### src/rtl/symfir_pkg.sv
package symfir_pkg;

  typedef enum logic {
    SEQ_IDLE = 1'b0,
    SEQ_RUN  = 1'b1
  } seq_state_e;

  // Number of stored coefficients (dual-sample steps) for a given tap count
  function automatic int coef_steps(input int taps);
    return (taps + 1) / 2;
  endfunction

endpackage

### src/rtl/symfir_sample_store.sv
module symfir_sample_store #(
  parameter int TAPS   = 7,
  parameter int DATA_W = 16,
  parameter int IDX_W  = 3
) (
  input  logic                     clk,
  input  logic                     rst_n,
  input  logic                     wr_en,
  input  logic signed [DATA_W-1:0] wr_data,
  input  logic [IDX_W-1:0]         step_idx,
  output logic signed [DATA_W-1:0] fwd_sample,
  output logic signed [DATA_W-1:0] bwd_sample
);
  localparam int DEPTH = 2 * TAPS;
  localparam int AW    = $clog2(DEPTH);

  logic signed [DATA_W-1:0] mem [DEPTH];
  logic [AW-1:0] head_q;
  logic [AW-1:0] head_next;
  logic [AW-1:0] fwd_addr;
  logic [AW-1:0] bwd_addr;

  // Newest sample sits at head and head+TAPS; the window head..head+TAPS-1
  // is always contiguous, so reads never wrap.
  always_comb begin
    if (head_q == '0) head_next = AW'(TAPS - 1);
    else              head_next = head_q - 1'b1;
  end

  always_ff @(posedge clk) begin
    if (!rst_n) begin
      head_q <= '0;
      for (int i = 0; i < DEPTH; i++) mem[i] <= '0;
    end else if (wr_en) begin
      head_q                   <= head_next;
      mem[head_next]           <= wr_data;
      mem[head_next + AW'(TAPS)] <= wr_data;
    end
  end

  assign fwd_addr   = head_q + AW'(step_idx);
  assign bwd_addr   = head_q + AW'(TAPS - 1) - AW'(step_idx);
  assign fwd_sample = mem[fwd_addr];
  assign bwd_sample = mem[bwd_addr];

endmodule

### src/rtl/symfir_sequencer.sv
module symfir_sequencer
  import symfir_pkg::*;
#(
  parameter int NSTEP       = 4,
  parameter int STEP_CYCLES = 12,
  parameter int IDX_W       = 3
) (
  input  logic             clk,
  input  logic             rst_n,
  input  logic             start,
  output logic             busy,
  output logic [IDX_W-1:0] step_idx,
  output logic             mac_fwd,
  output logic             mac_bwd,
  output logic             last_tick
);
  localparam int TW = $clog2(STEP_CYCLES);

  seq_state_e       state_q;
  logic [TW-1:0]    tick_q;
  logic [IDX_W-1:0] idx_q;
  logic             step_end;

  assign step_end  = (tick_q == TW'(STEP_CYCLES - 1));
  assign busy      = (state_q == SEQ_RUN);
  assign mac_fwd   = busy && (tick_q == TW'(0));
  assign mac_bwd   = busy && (tick_q == TW'(1));
  assign last_tick = busy && step_end && (idx_q == IDX_W'(NSTEP - 1));
  assign step_idx  = idx_q;

  always_ff @(posedge clk) begin
    if (!rst_n) begin
      state_q <= SEQ_IDLE;
      tick_q  <= '0;
      idx_q   <= '0;
    end else begin
      case (state_q)
        SEQ_IDLE: begin
          if (start) begin
            state_q <= SEQ_RUN;
            tick_q  <= '0;
            idx_q   <= '0;
          end
        end
        default: begin
          if (step_end) begin
            tick_q <= '0;
            if (idx_q == IDX_W'(NSTEP - 1)) begin
              state_q <= SEQ_IDLE;
              idx_q   <= '0;
            end else begin
              idx_q <= idx_q + 1'b1;
            end
          end else begin
            tick_q <= tick_q + 1'b1;
          end
        end
      endcase
    end
  end

endmodule

### src/rtl/symfir_mac.sv
module symfir_mac #(
  parameter int DATA_W = 16,
  parameter int ACC_W  = 32
) (
  input  logic                     clk,
  input  logic                     rst_n,
  input  logic                     clear,
  input  logic                     en,
  input  logic signed [DATA_W-1:0] coef,
  input  logic signed [DATA_W-1:0] sample,
  output logic signed [ACC_W-1:0]  acc
);
  logic signed [2*DATA_W-1:0] product;

  assign product = coef * sample;

  always_ff @(posedge clk) begin
    if (!rst_n)     acc <= '0;
    else if (clear) acc <= '0;
    else if (en)    acc <= acc + ACC_W'(product);
  end

endmodule

### src/rtl/symfir_engine.sv
module symfir_engine
  import symfir_pkg::*;
#(
  parameter int TAPS        = 7,
  parameter int DATA_W      = 16,
  parameter int ACC_W       = 32,
  parameter int STEP_CYCLES = 12,
  parameter int MAX_COEF    = 8,
  parameter logic [MAX_COEF*DATA_W-1:0] COEFS =
    128'h0000_0000_0000_0000_2000_2000_1000_0800
) (
  input  logic              clk,
  input  logic              rst_n,
  input  logic              in_valid,
  output logic              in_ready,
  input  logic [DATA_W-1:0] in_data,
  output logic              out_valid,
  output logic [DATA_W-1:0] out_data,
  output logic              overrun
);
  localparam int NSTEP = coef_steps(TAPS);
  localparam int IDX_W = $clog2(NSTEP + 1);

  logic signed [DATA_W-1:0] coef_tab [NSTEP];
  logic signed [DATA_W-1:0] fwd_sample, bwd_sample, mac_sample;
  logic signed [ACC_W-1:0]  acc;
  logic [IDX_W-1:0]         step_idx;
  logic busy, mac_fwd, mac_bwd, last_tick, accept;
  logic out_valid_q, overrun_q;
  logic [DATA_W-1:0] out_data_q;

  for (genvar g = 0; g < NSTEP; g++) begin : g_coef
    assign coef_tab[g] = COEFS[g*DATA_W +: DATA_W];
  end

  assign in_ready   = !busy;
  assign accept     = in_valid && !busy;
  assign mac_sample = mac_fwd ? fwd_sample : bwd_sample;

  symfir_sample_store #(
    .TAPS(TAPS), .DATA_W(DATA_W), .IDX_W(IDX_W)
  ) store_i (
    .clk(clk), .rst_n(rst_n), .wr_en(accept), .wr_data(in_data),
    .step_idx(step_idx), .fwd_sample(fwd_sample), .bwd_sample(bwd_sample)
  );

  symfir_sequencer #(
    .NSTEP(NSTEP), .STEP_CYCLES(STEP_CYCLES), .IDX_W(IDX_W)
  ) seq_i (
    .clk(clk), .rst_n(rst_n), .start(accept), .busy(busy),
    .step_idx(step_idx), .mac_fwd(mac_fwd), .mac_bwd(mac_bwd),
    .last_tick(last_tick)
  );

  symfir_mac #(
    .DATA_W(DATA_W), .ACC_W(ACC_W)
  ) mac_i (
    .clk(clk), .rst_n(rst_n), .clear(accept), .en(mac_fwd || mac_bwd),
    .coef(coef_tab[step_idx]), .sample(mac_sample), .acc(acc)
  );

  always_ff @(posedge clk) begin
    if (!rst_n) begin
      out_valid_q <= 1'b0;
      out_data_q  <= '0;
      overrun_q   <= 1'b0;
    end else begin
      out_valid_q <= last_tick;
      if (last_tick) out_data_q <= acc[ACC_W-1 -: DATA_W];
      if (in_valid && busy) overrun_q <= 1'b1;
    end
  end

  assign out_valid = out_valid_q;
  assign out_data  = out_data_q;
  assign overrun   = overrun_q;

endmodule

### config.mk
export PLATFORM = sky130hd
export DESIGN_NAME = symfir_engine
export DESIGN_NICKNAME = d
export VERILOG_FILES = /design/src/rtl/symfir_pkg.sv /design/src/rtl/symfir_sample_store.sv /design/src/rtl/symfir_sequencer.sv /design/src/rtl/symfir_mac.sv /design/src/rtl/symfir_engine.sv
export SDC_FILE = /design/constraint.sdc
export NUM_CORES = 1
export LEC_CHECK = 0
export CORE_UTILIZATION = 45
export DETAILED_ROUTE_END_ITERATION = 10
export PLACE_DENSITY = 0.7
export REMOVE_ABC_BUFFERS = 1
export SETUP_SLACK_MARGIN = 0.1
export SYNTH_ARGS = -nofsm -noshare
export SYNTH_HDL_FRONTEND = slang
export SYNTH_HIERARCHICAL = 1
export SYNTH_SLANG_ARGS = --single-unit
### constraint.sdc
create_clock -name clk -period 8.6 [get_ports clk]
set_clock_uncertainty 0.1 [all_clocks]
set_input_delay 0.86 -clock clk [delete_from_list [all_inputs] [get_ports clk]]
set_output_delay 0.86 -clock clk [all_outputs]
set_load 0.1 [all_outputs]
# After elaboration in Yosys (flattened, before gate mapping)
# Memory sizes are Yosys's and may differ from the RTL's.
# Index checks and enable logic that the tools add are counted.
dict set report classes {
  addsub 8
  magnitude_cmp 1
  n_bitwise 2
  multipliers 1
  div 0
  mux 25
  reduce_logical 15
  eq_ne 4
  shifts 0
}
# op count
set ops {}
lappend ops {{$mux 16} 5}
lappend ops {{$add 32x32->32} 1}
lappend ops {{$bmux 16 s2} 1}
lappend ops {{$mul 16x16->32} 1}
lappend ops {{$reduce_or 16->1} 2}
lappend ops {{$mux 4} 6}
lappend ops {{$mux 3} 4}
lappend ops {{$mux 1} 9}
lappend ops {{$add 4x3->4 const B} 2}
lappend ops {{$logic_not 4->1} 2}
lappend ops {{$logic_and 1x1->1} 6}
lappend ops {{$add 4x1->4 const B} 1}
lappend ops {{$add 4x3->4} 1}
lappend ops {{$eq 4x1->1 const B} 1}
lappend ops {{$eq 4x4->1 const B} 1}
lappend ops {{$ge 4x3->1 const B} 1}
lappend ops {{$not 3->4} 1}
lappend ops {{$sub 4x1->4 const B} 1}
lappend ops {{$sub 4x3->4} 1}
lappend ops {{$add 3x1->3 const B} 1}
lappend ops {{$eq 3x2->1 const B} 1}
lappend ops {{$ne 2x2->1 const B} 1}
lappend ops {{$reduce_and 2->1} 1}
lappend ops {{$reduce_bool 2->1} 1}
lappend ops {{other kinds (4)} 4}
dict set report word_totals {
  word_cells 65
  out_inout_bits 19
  mem_bits_ro 0
  reg_bits 62
  latchBits 0
  memories 1
  in_bits 19
  mem_bits_rw 224
}
# name depth word_bits read_ports rd_clocked_by_memory_dff wr line
set mem_list {}
lappend mem_list {store_i.mem 14 16 2 0 14 symfir_sample_store.sv:17} ;# logic signed [DATA_W-1:0] mem [DEPTH];

# Logic depth before layout (Yosys ltp)
dict set report depth {
  word_depth 7
  ltp_mapped 35
  ltp_nobuf 33
}

# Modules after synthesis
# Netlist, hierarchy kept.
# mod seq_area_each_um2 area_per_inst_um2 instances cells_each
set modules_own_cells {}
lappend modules_own_cells {symfir_sample_store 7767.4 13807.0 1 885}
lappend modules_own_cells {symfir_mac 640.6 11928.9 1 1287}
lappend modules_own_cells {symfir_engine 360.3 948.4 1 80}
lappend modules_own_cells {symfir_sequencer 160.2 461.7 1 50}

# Least setup slack after synthesis
# OpenSTA, ideal clock, no wires.
dict set report synth_path {
  kind {flip-flop to flip-flop}
  startpoint {register store_i.head_q[1]}
  endpoint {register mac_i.acc[30]}
  synth_period_minus_slack_ns 8.866
  slack_ns -0.266
  arrival_ns 8.649
  n_path_buf 2
  stages_incl_launch_ff 33
  path_cell_list {dfxtp_1 inv_1 ha_1 inv_1 ha_1 fa_1 xor2_1 xnor2_1 buf_4 mux4_2 mux2_4 clkbuf_1 and2_1 fa_1 inv_1 fa_1 inv_1 fa_1 fa_1 inv_1 fa_1 fa_1 inv_1 ha_1 a21oi_1 o21bai_1 a21oi_1 o2111ai_1 a221oi_2 o21ai_2 a221oi_2 xor2_1 o21ai_1}
}
dict set report synth_via {
  elab_chain_cells 6
  word_cells_on_any_way 7
  cone_classes {4 x add/sub; 1 x mul; 1 x mux; 1 x memory}
}
# item line
set synth_lines {}
lappend synth_lines {{start: declaration} symfir_sample_store.sv:18} ;# logic [AW-1:0] head_q;
lappend synth_lines {{start signal: assignment} symfir_sample_store.sv:35} ;# head_q <= head_next;
lappend synth_lines {{$add 4x3->4} symfir_sample_store.sv:42} ;# assign bwd_addr = head_q + AW'(TAPS - 1) - AW'(step_idx);
lappend synth_lines {{$sub 4x3->4} symfir_sample_store.sv:42}
lappend synth_lines {{$mem_v2 14x16} n/a}
lappend synth_lines {{named net bwd_sample[5]} symfir_engine.sv:25} ;# logic signed [DATA_W-1:0] fwd_sample, bwd_sample, mac_sample;
lappend synth_lines {{$mux 16} symfir_engine.sv:38} ;# assign mac_sample = mac_fwd ? fwd_sample : bwd_sample;
lappend synth_lines {{named net mac_sample[5]} symfir_engine.sv:25}
lappend synth_lines {{$mul 16x16->32} symfir_mac.sv:15} ;# assign product = coef * sample;
lappend synth_lines {{$add 32x32->32} symfir_mac.sv:20} ;# else if (en) acc <= acc + ACC_W'(product);
lappend synth_lines {{end signal: assignment} symfir_mac.sv:20}
lappend synth_lines {{end: declaration} symfir_mac.sv:11} ;# output logic signed [ACC_W-1:0] acc
# The timed path passes the listed nets, and every way through them passes these cells.
# A chain may end at the register's enable or synchronous reset.

# Worst setup path after layout
dict set report layout_path {
  startpoint {register seq_i.idx_q[0], in the netlist seq_i/step_idx[0]}
  endpoint {register mac_i.acc[30]}
}
dict set report layout_via {
  word_cells_on_any_way 10
  cone_classes {3 x add/sub; 1 x mul; 4 x mux; 1 x bitwise; 1 x memory}
}
# item line
set layout_rtl {}
lappend layout_rtl {{start: declaration} symfir_sequencer.sv:21} ;# logic [IDX_W-1:0] idx_q;
lappend layout_rtl {{start signal: assignment} symfir_sequencer.sv:52} ;# idx_q <= idx_q + 1'b1;
lappend layout_rtl {{$add 4x3->4} symfir_sample_store.sv:41} ;# assign fwd_addr = head_q + AW'(step_idx);
lappend layout_rtl {{$mem_v2 14x16} n/a}
lappend layout_rtl {{named net fwd_sample[9]} symfir_engine.sv:25}
lappend layout_rtl {{$mux 16} symfir_engine.sv:38}
lappend layout_rtl {{named net mac_sample[9]} symfir_engine.sv:25}
lappend layout_rtl {{$mul 16x16->32} symfir_mac.sv:15}
lappend layout_rtl {{$add 32x32->32} symfir_mac.sv:20}
# The timed path passes the listed nets, and every way through them passes these cells. The select of a mux whose other input is x is not followed.

==> metrics.txt <==
Slowest cell on crit path=sky130_fd_sc_hd__fa_1; run status=complete, but fails checks; Pre-antenna DRT Iters=8; per-instance average area after synthesis=about 12 um2; data arrival at the endpoint of the critical path=8.59 ns; Clk pin slew, worst setup/hold paths=roughly 0.06 ns; worst min-delay path class=reg2reg; # nets final=between 2000 and 3000; clk sink count=318; number of library cell types mapped by synthesis=80; layout cell share with drive strength beyond 1=16.2%; post-route minimum period=roughly 8.2 ns; Mapped Cells=2302; Initial Utilization=roughly 46%; leading register cell type out of synthesis=sky130_fd_sc_hd__edfxtp_1; Worst Setup Path Type=reg2reg; largest stage delay on the critical path=0.57 ns; number of global-route vias before repair=19700; total of flip-flops plus latches after synthesis=around 320; cell occurring most often along the worst timing path=sky130_fd_sc_hd__fa_1; post-synthesis sequential area ratio=32.9%; most frequent cells after synthesis=sky130_fd_sc_hd__inv_1 (352), sky130_fd_sc_hd__fa_1 (294), sky130_fd_sc_hd__edfxtp_1 (256); proportion of synthesized flip-flops having asynchronous set or reset=0%; post-synth top area cell=sky130_fd_sc_hd__edfxtp_1; source-to-sink clock delay at the later pin of the worst-skew pair=0.57 ns; DPL Wire Length=between 40 and 50 mm; origin of the worst setup path=seq_i/step_idx[0]; Netlist Area Pre-Place=~27000 um2; most area-consuming cells after synthesis=sky130_fd_sc_hd__edfxtp_1 (28%), sky130_fd_sc_hd__fa_1 (22%), sky130_fd_sc_hd__mux4_2 (13%), sky130_fd_sc_hd__ha_1 (5.3%), sky130_fd_sc_hd__inv_1 (4.9%); worst min-delay path startpoint=mac_i/acc[7]; nature of the critical path endpoint=flip-flop; antenna violations before repair=0; maximum root-to-sink buffer count=3; I/O pin total=38; critical path data required time=between 8 and 9 ns; kind of start point of the critical path=flip-flop; relative slew slack=8.91%; area of the die=between 60000 and 70000 um2; final worst-path cycle share=95.9%; slew of the pin with the lowest slew margin=between 1 and 1.5 ns; Yosys top cell area share=between 20% and 30%; count of synthesis-stage warnings from yosys=6; core region area=59400 um2; horizontal die dimension=248 um; wire length of the first global-routing pass=110 mm; number of rows in the core area=89; number of buffers added to fix hold violations after cts=0; DRC errors left=1; clock tree from TritonCTS=done; post-route ant nets=0; number of H-tree branching levels=2; Final setup violation count=0; pin count of the biggest net entering global routing=57; library cell with the highest instance count after synthesis=sky130_fd_sc_hd__inv_1; chip height=around 250 um; FILL cells=5056; CTS Buf Count=36; worst-path fanout max=41; maximum clock frequency=0.121 GHz; detailed-routed wire length on met3=6.10 mm; DRT met1 WL=26.2 mm; via-per-instance ratio=5.62; family with the most delay on the worst path=adder cells; wire length reported by the detailed router=70.4 mm; global route overflow=0; smallest hold slack=between 0.3 and 0.4 ns; CP bufs+invs=7; number of pins with negative max-slew slack in the final report=0; EDFF count, synth=256; violated checks=design-rule violations; area growth from synthesis to final layout=12.0%; CTS Root Buffer Type=sky130_fd_sc_hd__clkbuf_16; final-report hold violation count=0; total number of vias=between 15000 and 20000; gp weighted congestion=0.873; setup repair after global routing missed its margin=no; number of max-capacitance violations reported=0; Avg WL per Cell=21.9 um; source of the worst register-to-register timing path=seq_i/step_idx[0]; number of antenna repair diodes=0; initial DRC count=around 1600; aggregate global-route resource usage=23.9%; total met2 wirelength after detailed routing=35.8 mm; Top Metal Used=met4; number of input and output port buffers inserted=37
## layout by cell type, fill, tap and decap left out, types with 7 or more instances in the layout
cell type                           n
sky130_fd_sc_hd__nand2_1          175
sky130_fd_sc_hd__inv_1            350
sky130_fd_sc_hd__mux2_2             7
sky130_fd_sc_hd__edfxtp_1         256
sky130_fd_sc_hd__mux4_2           160
sky130_fd_sc_hd__a21oi_2            9
sky130_fd_sc_hd__a21oi_1           25
sky130_fd_sc_hd__clkbuf_16         38
sky130_fd_sc_hd__nor2_1           228
sky130_fd_sc_hd__mux2_4            10
sky130_fd_sc_hd__ha_1             109
sky130_fd_sc_hd__nor2b_1           24
sky130_fd_sc_hd__clkinv_2          10
sky130_fd_sc_hd__o21ai_2           11
sky130_fd_sc_hd__fa_1             292
sky130_fd_sc_hd__nand3_1            9
sky130_fd_sc_hd__xor2_1            15
sky130_fd_sc_hd__o21ai_0           23
sky130_fd_sc_hd__nor3_1            69
sky130_fd_sc_hd__conb_1            91
sky130_fd_sc_hd__buf_4             77
sky130_fd_sc_hd__xnor2_1           23
sky130_fd_sc_hd__and2_1           125
sky130_fd_sc_hd__a21o_1            13
sky130_fd_sc_hd__clkdlybuf4s50_1   36
sky130_fd_sc_hd__dfxtp_1           62
sky130_fd_sc_hd__nand2b_1          15
sky130_fd_sc_hd__mux2i_1           35
sky130_fd_sc_hd__a211oi_4           7
## sequential cells by signal, indices dropped and copies added, names as in the netlist
signal	flops
seq_i/busy	1
seq_i/tick_q	4
store_i/mem	256
mac_i/acc	32
out_valid	1
store_i/head_q	4
overrun	1
out_data	16
seq_i/step_idx	3
## path summary, 6_finish.rpt
check	endpoint	slack, ns	cells past startpoint
worst max register to register	mac_i/acc[30]	0.35	29
worst min register to register	mac_i/acc[7]	0.40	2
worst min-delay path	mac_i/acc[7]	0.40	2
worst max-delay path	mac_i/acc[30]	0.35	29
## routing by layer
metal  vias to the layer above  global-route usage, %
met3                       175                   4.50
met1                      9245                   29.7
met5                         -                      0
met4                         0                   8.28
met2                       831                   41.7
li1                       7876                      -
## logic make-up after synthesis
kind of cell / count (synthesis) / synth area share [%]
buffers and inverters: 482 / 7.13
muxes: 213 / 15.4
DFF: 318 / 32.9
other: 1 / 0.0138
xor gates and xnor gates: 43 / 1.42
AOI/OAI and AO/OA: 152 / 4.25
adders and majority gates: 408 / 26.9
and+or+nand+nor: 685 / 11.9
## what timing repair did
item / CTS / global route
buffers inserted: 1 / 11
gates cloned: 0 / 1
resized for setup: 4 / 19
pin swaps: 1 / 11
endpoints found under the setup margin: 2 / 7
endpoints found under the hold margin: 0 / 0
## stage by stage
step	instance area (um2)	setup TNS, ns	cells	utilization [%]	setup WS (ns)
after global routing	30400	0	3223	51.2	0.0857
after detailed placement	28900	0	3144	48.8	0.0635
after CTS	30200	0	3211	50.9	0.131
final	30400	0	3223	51.2	0.352
after floorplan	26900	-62.75	2262	-	-3.67
after global placement	28900	0	3144	48.8	0.212
## worst reg2reg max path, delay by kind of cell, from the launching register on
family	cells	cell delay, ns
xor+xnor	2	0.34
simple gates	3	0.45
fa+ha+maj	9	3.82
mux	3	1.20
compound gates	5	0.76
buf+inv	7	1.05
flops	1	0.40
## area by class of cell
class                   instances  area (um2)  share of cell area (%)
repair buffers                122        1100                    3.62
clock inverters                25         294                   0.967
multi-input cells            1592       16900                    55.4
well taps                     773         967                    3.18
inverters                     352        1330                    4.36
clock buffers                  41         941                    3.09
flip-flops and latches        318        8930                    29.4
Power is not shown: default switching activity piles up to over one toggle a cycle in this logic, so the estimate is an artifact.
